==> config.mk <==
export PLATFORM = sky130hd
export DESIGN_NAME = pipe_sequencer
export DESIGN_NICKNAME = d
export VERILOG_FILES = /design/src/rtl/seq_pkg.sv /design/src/rtl/seq_tok_fifo.sv /design/src/rtl/seq_handoff.sv /design/src/rtl/seq_chain.sv /design/src/rtl/pipe_sequencer.sv
export SDC_FILE = /design/constraint.sdc
export NUM_CORES = 1
export LEC_CHECK = 0
export CORE_MARGIN = 2
export CORE_UTILIZATION = 52
export DETAILED_ROUTE_END_ITERATION = 10
export PLACE_DENSITY_LB_ADDON = 0.3
export RECOVER_POWER = 25
export SYNTH_ARGS = -nofsm -noshare
export SYNTH_HDL_FRONTEND = slang
export SYNTH_SLANG_ARGS = --single-unit
==> constraint.sdc <==
create_clock -name clk -period 2.11 [get_ports clk]
set_input_delay 0.422 -clock clk [delete_from_list [all_inputs] [get_ports clk]]
set_output_delay 0.422 -clock clk [all_outputs]
set_load 0.02 [all_outputs]
==> src/rtl/seq_pkg.sv <==
`timescale 1ns/1ps
package seq_pkg;
  localparam int SIZE_W = 11;
  localparam int ADDR_W = 9;

  // One handoff item: what a stage reported and what the next one receives.
  typedef struct packed {
    logic [SIZE_W-1:0] size;
    logic [ADDR_W-1:0] addr;
  } seq_tok_t;
endpackage

==> src/rtl/seq_tok_fifo.sv <==
`timescale 1ns/1ps
module seq_tok_fifo import seq_pkg::*; #(
  parameter int DEPTH = 2
) (
  input  logic     clk,
  input  logic     rst_n,
  input  logic     push,
  input  seq_tok_t din,
  input  logic     pop,
  output seq_tok_t dout,
  output logic     full,
  output logic     empty
);
  localparam int IW = (DEPTH > 1) ? $clog2(DEPTH) : 1;
  localparam int CW = $clog2(DEPTH + 1);

  seq_tok_t        mem [DEPTH];
  logic [IW-1:0]   wp, rp;
  logic [CW-1:0]   cnt;

  function automatic logic [IW-1:0] bump(input logic [IW-1:0] p);
    return (p == IW'(DEPTH - 1)) ? '0 : p + 1'b1;
  endfunction

  assign full  = (cnt == CW'(DEPTH));
  assign empty = (cnt == '0);
  assign dout  = mem[rp];

  always_ff @(posedge clk) begin
    if (!rst_n) begin
      wp  <= '0;
      rp  <= '0;
      cnt <= '0;
    end else begin
      if (push) wp <= bump(wp);
      if (pop)  rp <= bump(rp);
      case ({push, pop})
        2'b10:   cnt <= cnt + 1'b1;
        2'b01:   cnt <= cnt - 1'b1;
        default: cnt <= cnt;
      endcase
    end
  end

  always_ff @(posedge clk) begin
    if (push) mem[wp] <= din;
  end
endmodule

==> src/rtl/seq_handoff.sv <==
`timescale 1ns/1ps
// One link between two stages: queue the upstream reports, start the
// downstream stage when it is free, hold the start until it is acknowledged.
module seq_handoff import seq_pkg::*; #(
  parameter int DEPTH = 2
) (
  input  logic     clk,
  input  logic     rst_n,
  input  logic     in_valid,
  output logic     in_ready,
  input  seq_tok_t in_tok,
  input  logic     nxt_busy,
  input  logic     nxt_ack,
  output logic     start,
  output seq_tok_t out_tok
);
  logic     q_full, q_empty, issue;
  logic     start_q, hold_q;
  seq_tok_t head, tok_q;

  assign in_ready = !q_full;
  // hold_q gives the stage one cycle after its ack to raise busy.
  assign issue    = !q_empty && !start_q && !hold_q && !nxt_busy;

  seq_tok_fifo #(.DEPTH(DEPTH)) u_q (
    .clk   (clk),
    .rst_n (rst_n),
    .push  (in_valid && in_ready),
    .din   (in_tok),
    .pop   (issue),
    .dout  (head),
    .full  (q_full),
    .empty (q_empty)
  );

  always_ff @(posedge clk) begin
    if (!rst_n) begin
      start_q <= 1'b0;
      hold_q  <= 1'b0;
      tok_q   <= '0;
    end else begin
      hold_q <= start_q && nxt_ack;
      if (start_q && nxt_ack) begin
        start_q <= 1'b0;
      end else if (issue) begin
        start_q <= 1'b1;
        tok_q   <= head;
      end
    end
  end

  assign start   = start_q;
  assign out_tok = tok_q;
endmodule

==> src/rtl/seq_chain.sv <==
`timescale 1ns/1ps
// A chain of NLINK handoff links; link g starts stage g of the chain.
module seq_chain import seq_pkg::*; #(
  parameter int NLINK = 2,
  parameter int DEPTH = 2
) (
  input  logic                  clk,
  input  logic                  rst_n,
  input  logic     [NLINK-1:0]  in_valid,
  output logic     [NLINK-1:0]  in_ready,
  input  seq_tok_t [NLINK-1:0]  in_tok,
  input  logic     [NLINK-1:0]  nxt_busy,
  input  logic     [NLINK-1:0]  nxt_ack,
  output logic     [NLINK-1:0]  start,
  output seq_tok_t [NLINK-1:0]  out_tok
);
  for (genvar g = 0; g < NLINK; g++) begin : g_link
    seq_handoff #(.DEPTH(DEPTH)) u_link (
      .clk      (clk),
      .rst_n    (rst_n),
      .in_valid (in_valid[g]),
      .in_ready (in_ready[g]),
      .in_tok   (in_tok[g]),
      .nxt_busy (nxt_busy[g]),
      .nxt_ack  (nxt_ack[g]),
      .start    (start[g]),
      .out_tok  (out_tok[g])
    );
  end
endmodule

==> src/rtl/pipe_sequencer.sv <==
`timescale 1ns/1ps
module pipe_sequencer import seq_pkg::*; #(
  parameter int QDEPTH = 2
) (
  input  logic              clk,
  input  logic              rst_n,
  input  logic              rx_phy_done_valid,
  output logic              rx_phy_done_ready,
  input  logic [SIZE_W-1:0] rx_phy_size,
  input  logic [ADDR_W-1:0] rx_phy_addr,
  output logic              rx_lnk_start,
  output logic [SIZE_W-1:0] rx_lnk_size,
  output logic [ADDR_W-1:0] rx_lnk_addr,
  input  logic              rx_lnk_ack,
  input  logic              rx_lnk_busy,
  input  logic              rx_lnk_done_valid,
  output logic              rx_lnk_done_ready,
  input  logic [SIZE_W-1:0] rx_lnk_done_size,
  input  logic [ADDR_W-1:0] rx_lnk_done_addr,
  output logic              rx_prt_start,
  output logic [SIZE_W-1:0] rx_prt_size,
  output logic [ADDR_W-1:0] rx_prt_addr,
  input  logic              rx_prt_ack,
  input  logic              rx_prt_busy,
  input  logic              tx_cfg_valid,
  output logic              tx_cfg_ready,
  input  logic [SIZE_W-1:0] tx_cfg_size,
  input  logic [ADDR_W-1:0] tx_cfg_addr,
  output logic              tx_prt_start,
  output logic [SIZE_W-1:0] tx_prt_size,
  output logic [ADDR_W-1:0] tx_prt_addr,
  input  logic              tx_prt_ack,
  input  logic              tx_prt_busy,
  input  logic              tx_prt_done_valid,
  output logic              tx_prt_done_ready,
  input  logic [SIZE_W-1:0] tx_prt_done_size,
  input  logic [ADDR_W-1:0] tx_prt_done_addr,
  output logic              tx_lnk_start,
  output logic [SIZE_W-1:0] tx_lnk_size,
  output logic [ADDR_W-1:0] tx_lnk_addr,
  input  logic              tx_lnk_ack,
  input  logic              tx_lnk_busy,
  input  logic              tx_lnk_done_valid,
  output logic              tx_lnk_done_ready,
  input  logic [SIZE_W-1:0] tx_lnk_done_size,
  input  logic [ADDR_W-1:0] tx_lnk_done_addr,
  output logic              tx_phy_start,
  output logic [SIZE_W-1:0] tx_phy_size,
  output logic [ADDR_W-1:0] tx_phy_addr,
  input  logic              tx_phy_ack,
  input  logic              tx_phy_busy
);
  localparam int RX_LINKS = 2;
  localparam int TX_LINKS = 3;

  // Receive chain: link 0 -> link decoder, link 1 -> protocol decoder.
  logic     [RX_LINKS-1:0] rx_v, rx_r, rx_b, rx_a, rx_s;
  seq_tok_t [RX_LINKS-1:0] rx_in, rx_out;

  assign rx_v     = {rx_lnk_done_valid, rx_phy_done_valid};
  assign rx_in[0] = '{size: rx_phy_size,      addr: rx_phy_addr};
  assign rx_in[1] = '{size: rx_lnk_done_size, addr: rx_lnk_done_addr};
  assign rx_b     = {rx_prt_busy, rx_lnk_busy};
  assign rx_a     = {rx_prt_ack,  rx_lnk_ack};

  seq_chain #(.NLINK(RX_LINKS), .DEPTH(QDEPTH)) u_rx (
    .clk      (clk),
    .rst_n    (rst_n),
    .in_valid (rx_v),
    .in_ready (rx_r),
    .in_tok   (rx_in),
    .nxt_busy (rx_b),
    .nxt_ack  (rx_a),
    .start    (rx_s),
    .out_tok  (rx_out)
  );

  assign rx_phy_done_ready = rx_r[0];
  assign rx_lnk_done_ready = rx_r[1];
  assign rx_lnk_start      = rx_s[0];
  assign rx_lnk_size       = rx_out[0].size;
  assign rx_lnk_addr       = rx_out[0].addr;
  assign rx_prt_start      = rx_s[1];
  assign rx_prt_size       = rx_out[1].size;
  assign rx_prt_addr       = rx_out[1].addr;

  // Transmit chain: link 0 -> protocol encoder, 1 -> link encoder, 2 -> physical encoder.
  logic     [TX_LINKS-1:0] tx_v, tx_r, tx_b, tx_a, tx_s;
  seq_tok_t [TX_LINKS-1:0] tx_in, tx_out;

  assign tx_v     = {tx_lnk_done_valid, tx_prt_done_valid, tx_cfg_valid};
  assign tx_in[0] = '{size: tx_cfg_size,      addr: tx_cfg_addr};
  assign tx_in[1] = '{size: tx_prt_done_size, addr: tx_prt_done_addr};
  assign tx_in[2] = '{size: tx_lnk_done_size, addr: tx_lnk_done_addr};
  assign tx_b     = {tx_phy_busy, tx_lnk_busy, tx_prt_busy};
  assign tx_a     = {tx_phy_ack,  tx_lnk_ack,  tx_prt_ack};

  seq_chain #(.NLINK(TX_LINKS), .DEPTH(QDEPTH)) u_tx (
    .clk      (clk),
    .rst_n    (rst_n),
    .in_valid (tx_v),
    .in_ready (tx_r),
    .in_tok   (tx_in),
    .nxt_busy (tx_b),
    .nxt_ack  (tx_a),
    .start    (tx_s),
    .out_tok  (tx_out)
  );

  assign tx_cfg_ready      = tx_r[0];
  assign tx_prt_done_ready = tx_r[1];
  assign tx_lnk_done_ready = tx_r[2];
  assign tx_prt_start      = tx_s[0];
  assign tx_prt_size       = tx_out[0].size;
  assign tx_prt_addr       = tx_out[0].addr;
  assign tx_lnk_start      = tx_s[1];
  assign tx_lnk_size       = tx_out[1].size;
  assign tx_lnk_addr       = tx_out[1].addr;
  assign tx_phy_start      = tx_s[2];
  assign tx_phy_size       = tx_out[2].size;
  assign tx_phy_addr       = tx_out[2].addr;
endmodule

==> reports/results.env <==
STATUS='finished clean'
CLOCK_INSERTION_DELAY_WORST_SKEW_NS=0.49
CLK_TRANSITION_REPORTED_PATHS_NS=0.06
CTS_HOLD_REPAIR.BUFFERS=0
SYN_TO_FINAL_GROWTH_PCT=30.41
PORTS=227
HOLD_CLASS='reg2reg'
REPORT.FINAL.HOLD_VIOL_COUNT=0
SLEW_HEADROOM=0.6765
YOSYS.CELL_TYPES.COUNT=31
SYN_AVG_CELL_AREA_SQ_UM=15.43
SHARE_OF_CELLS_ABOVE_DRIVE_STRENGTH_1=0.1774
GLOBAL_ROUTE.USAGE.TOTAL=0.2055
YOSYS_REGISTER_BITS=330
WIRE_LENGTH_OF_THE_FIRST_GLOBAL_ROUTING_PASS_UM=41630
GRT_PASS1_VIAS=7701
SYNTH_ENABLE_FLOP_CELLS=200
SYNTH_FP_NETS=932
TRITONCTS.NUM_BUFFERS=35
DIE_W_UM=159.0
DRV.MAX_CAP_VIOLATION_COUNT=0
FINALWORSTSETUPSLACK_NS=0.1501
WIRE_LENGTH_AFTER_DETAILED_ROUTING_UM=26420
CRITICAL_PATH.ENDPOINT_TYPE='output port'
FINAL_PERIOD_MINUS_WORST_SETUP_SLACK_NS=1.960
NETLIST_TOP_CELLS_COUNT='200 x sky130_fd_sc_hd__edfxtp_1, 130 x sky130_fd_sc_hd__dfxtp_1, 110 x sky130_fd_sc_hd__a21oi_1'
FINALCRITPERIODSHARE=0.9289
PLACEMENT.IO_BUFFERS=226
FINALSETUPVIOLATIONS=0
MAX_SLEW.WORST_PIN.SLEW_NS=0.4845
CLOCK.FMAX_MHz=510.2
CP_MAX_FO=5
PWR_DENSITY_CELL_nW_PER_UM2=1372
FILLERINSTANCES=1656
RSZ0062_AT_GRT='false'
CLOCK_SINK_COUNT=330
ANTENNA_VIOLATIONS_BEFORE_REPAIR=5
OVERFLOW=0
CELLS_AFTER_SYNTH=810
SETUP_CRIT_PATH_KIND='reg2out'
CP_SLOWEST_CELL='sky130_fd_sc_hd__dlygate4sd2_1'
YOSYS_MOST_USED_DFF='sky130_fd_sc_hd__edfxtp_1'
PRE_CTS_SLACK_NS=0.08548
FINAL_NETS=1168
DPL_CELL_AREA_SQ_UM=15230
CTS_ROOT_BUF='sky130_fd_sc_hd__clkbuf_16'
SYNTHDOMINANTCELLAREASHARE=0.4807
TIMING_MAX_TRANSITION_VIOLATIONS_FINAL=0
YOSYSSEQAREASHARE=0.6890
ROWS=56
TRITONCTS_CLOCK_TREE='done'
YOSYSMOSTFREQUENTCELL='sky130_fd_sc_hd__edfxtp_1'
SYNTH_TOP_CELLS_BY_AREA='sky130_fd_sc_hd__edfxtp_1 48%, sky130_fd_sc_hd__dfxtp_1 21%, sky130_fd_sc_hd__a211oi_2 9.0%'
PLACE_CONGESTION=0.7746
INITIAL_CORE_UTIL=0.5307
IRDROPWORSTVDD_mV=0.9967
CTS_MAX_LEVEL=2
CRITICAL_PATH_REQUIRED_NS=1.69
DIE_H_UM=159.0
CRIT_ARRIVAL_NS=1.54
SYNTH_TOP_CELL_BY_AREA='sky130_fd_sc_hd__edfxtp_1'
DRTITER0DRC=422
SYNTHARSTFLOPSHARE=0
DIE_AREA_SQ_UM=25280
DETAIL-ROUTE-ANTENNA-NETS=0
PLACE_HPWL_UM=16880
DETAIL_ROUTE.DRC_VIOLATIONS=0
CP_CELL_SEQUENCE='nand2b_1, dlygate4sd2_1'
ROUTED_WIRE_LENGTH_PER_INSTANCE_UM=18.96
CTS.PATH.MAX_BUFFERS=3
TOTAL_NEG_SETUP_SLACK_NS=0
PIN_COUNT_OF_THE_BIGGEST_NET_ENTERING_GLOBAL_ROUTING=37
CORE_AREA_SQ_UM=23540
CRIT_PATH_LARGEST_CELL_DELAY_NS=0.40
STARTPOINT_TYPE='flip-flop'
FINAL_CELL_AREA_SQ_UM=16290
CLOCK-SKEW-FINAL_NS=0.01033
VIA_COUNT=7472
VIAS_PER_CELL=5.364
DRT_PASS1_ITERATIONS=4
NUMBER_OF_WARNINGS_ISSUED_BY_YOSYS=0
SYN_AREA_SQ_UM=12490
TOTAL_LEAKAGE_POWER_nW=5.428
## power by group
| group | switching (mW) | total (mW) | internal (mW) |
|---|---|---|---|
| Sequential | 0.701 | 9.00 | 8.30 |
| Combinational | 4.31 | 7.70 | 3.40 |
| Clock | 2.29 | 5.66 | 3.37 |
## layout by cell type, fill, tap and decap left out, drive strengths merged, types with 10 or more instances in the layout
master and instances:
nand2 10, dlygate4sd3 82, buf 37, dfxtp 130, mux2i 100, edfxtp 200, a21oi 110, o21ai 10
clkdlybuf4s50 139, and3 10, a211oi 100, clkbuf 52
## routing by layer
layer  track usage  vias to the layer above  routed length (um)
li1              -                     3568                   -
met1        0.2653                     3658               11200
met2        0.3488                      198               13150
met3       0.05105                       44                1570
met4       0.05455                        4                 468
met5             0                        -                  33
## kinds of logic after synthesis
logic type | synth area share
simple gates | 0.03435
buf+inv | 0.03335
flops | 0.6890
compound gates | 0.1512
fa+ha+maj | 0.005007
mux | 0.08011
xor+xnor | 0.007009
## registers in the layout, summed over array words and instances, names as in the netlist, 4 cells and up
signal and cells:
u_tx.g_link.u_link.out_tok 60, u_rx.g_link.u_link.u_q.cnt 4, u_rx.g_link.u_link.out_tok 40, u_tx.g_link.u_link.u_q.cnt 6
u_tx.g_link.u_link.u_q.mem 120, u_rx.g_link.u_link.u_q.mem 80
## timing repair
action	in CTS	in global routing
buffers inserted	0	0
endpoints found under the setup margin	5	0
resized for setup	5	0
## area by class of cell
cell class / count / area (sq um) / share of cell area
multi-input cells: 410 / 3470 / 0.2129
diodes: 3 / 7.507 / 0.0004607
repair buffers: 263 / 2721 / 0.1670
clock inverters: 10 / 68.82 / 0.004223
well taps: 319 / 399.1 / 0.02450
inverters: 6 / 27.53 / 0.001689
clock buffers: 52 / 992.2 / 0.06089
flip-flops and latches: 330 / 8608 / 0.5283
## path summary, 6_finish.rpt
check | slack (ns) | start | end | cells after the start
setup reg to reg | 0.32 | u_rx.g_link[0].u_link.u_q.cnt[0] | u_rx.g_link[0].u_link.u_q.cnt[1] | 5
hold / removal | 0.50 | u_rx.g_link[1].u_link.u_q.cnt[1] | u_rx.g_link[1].u_link.u_q.cnt[1] | 2
setup / recovery | 0.15 | u_tx.g_link[0].u_link.u_q.cnt[0] | tx_cfg_ready | 2
hold reg to reg | 0.50 | u_rx.g_link[1].u_link.u_q.cnt[1] | u_rx.g_link[1].u_link.u_q.cnt[1] | 2
## per-stage QoR
step / power, mW / cells / util / hold WS (ns)
after detailed placement: 16.90 / 1328 / 0.6470 / 0.5003
after CTS: 22.60 / 1390 / 0.6918 / 0.4759
after global placement: 16.70 / 1328 / 0.6470 / 0.4835
final: 22.36 / 1393 / 0.6921 / 0.5041
after floorplan: 14.10 / 810 / - / 0.4670
after global routing: 23.46 / 1391 / 0.6919 / 0.5355
## critical path: cells and delay by family (launching register included)
family	cells	cell delay, ns
DFF	1	0.39
and+or+nand+nor	1	0.25
buffers and inverters	1	0.40
No activity file was read; power rests on OpenSTA's default activity.
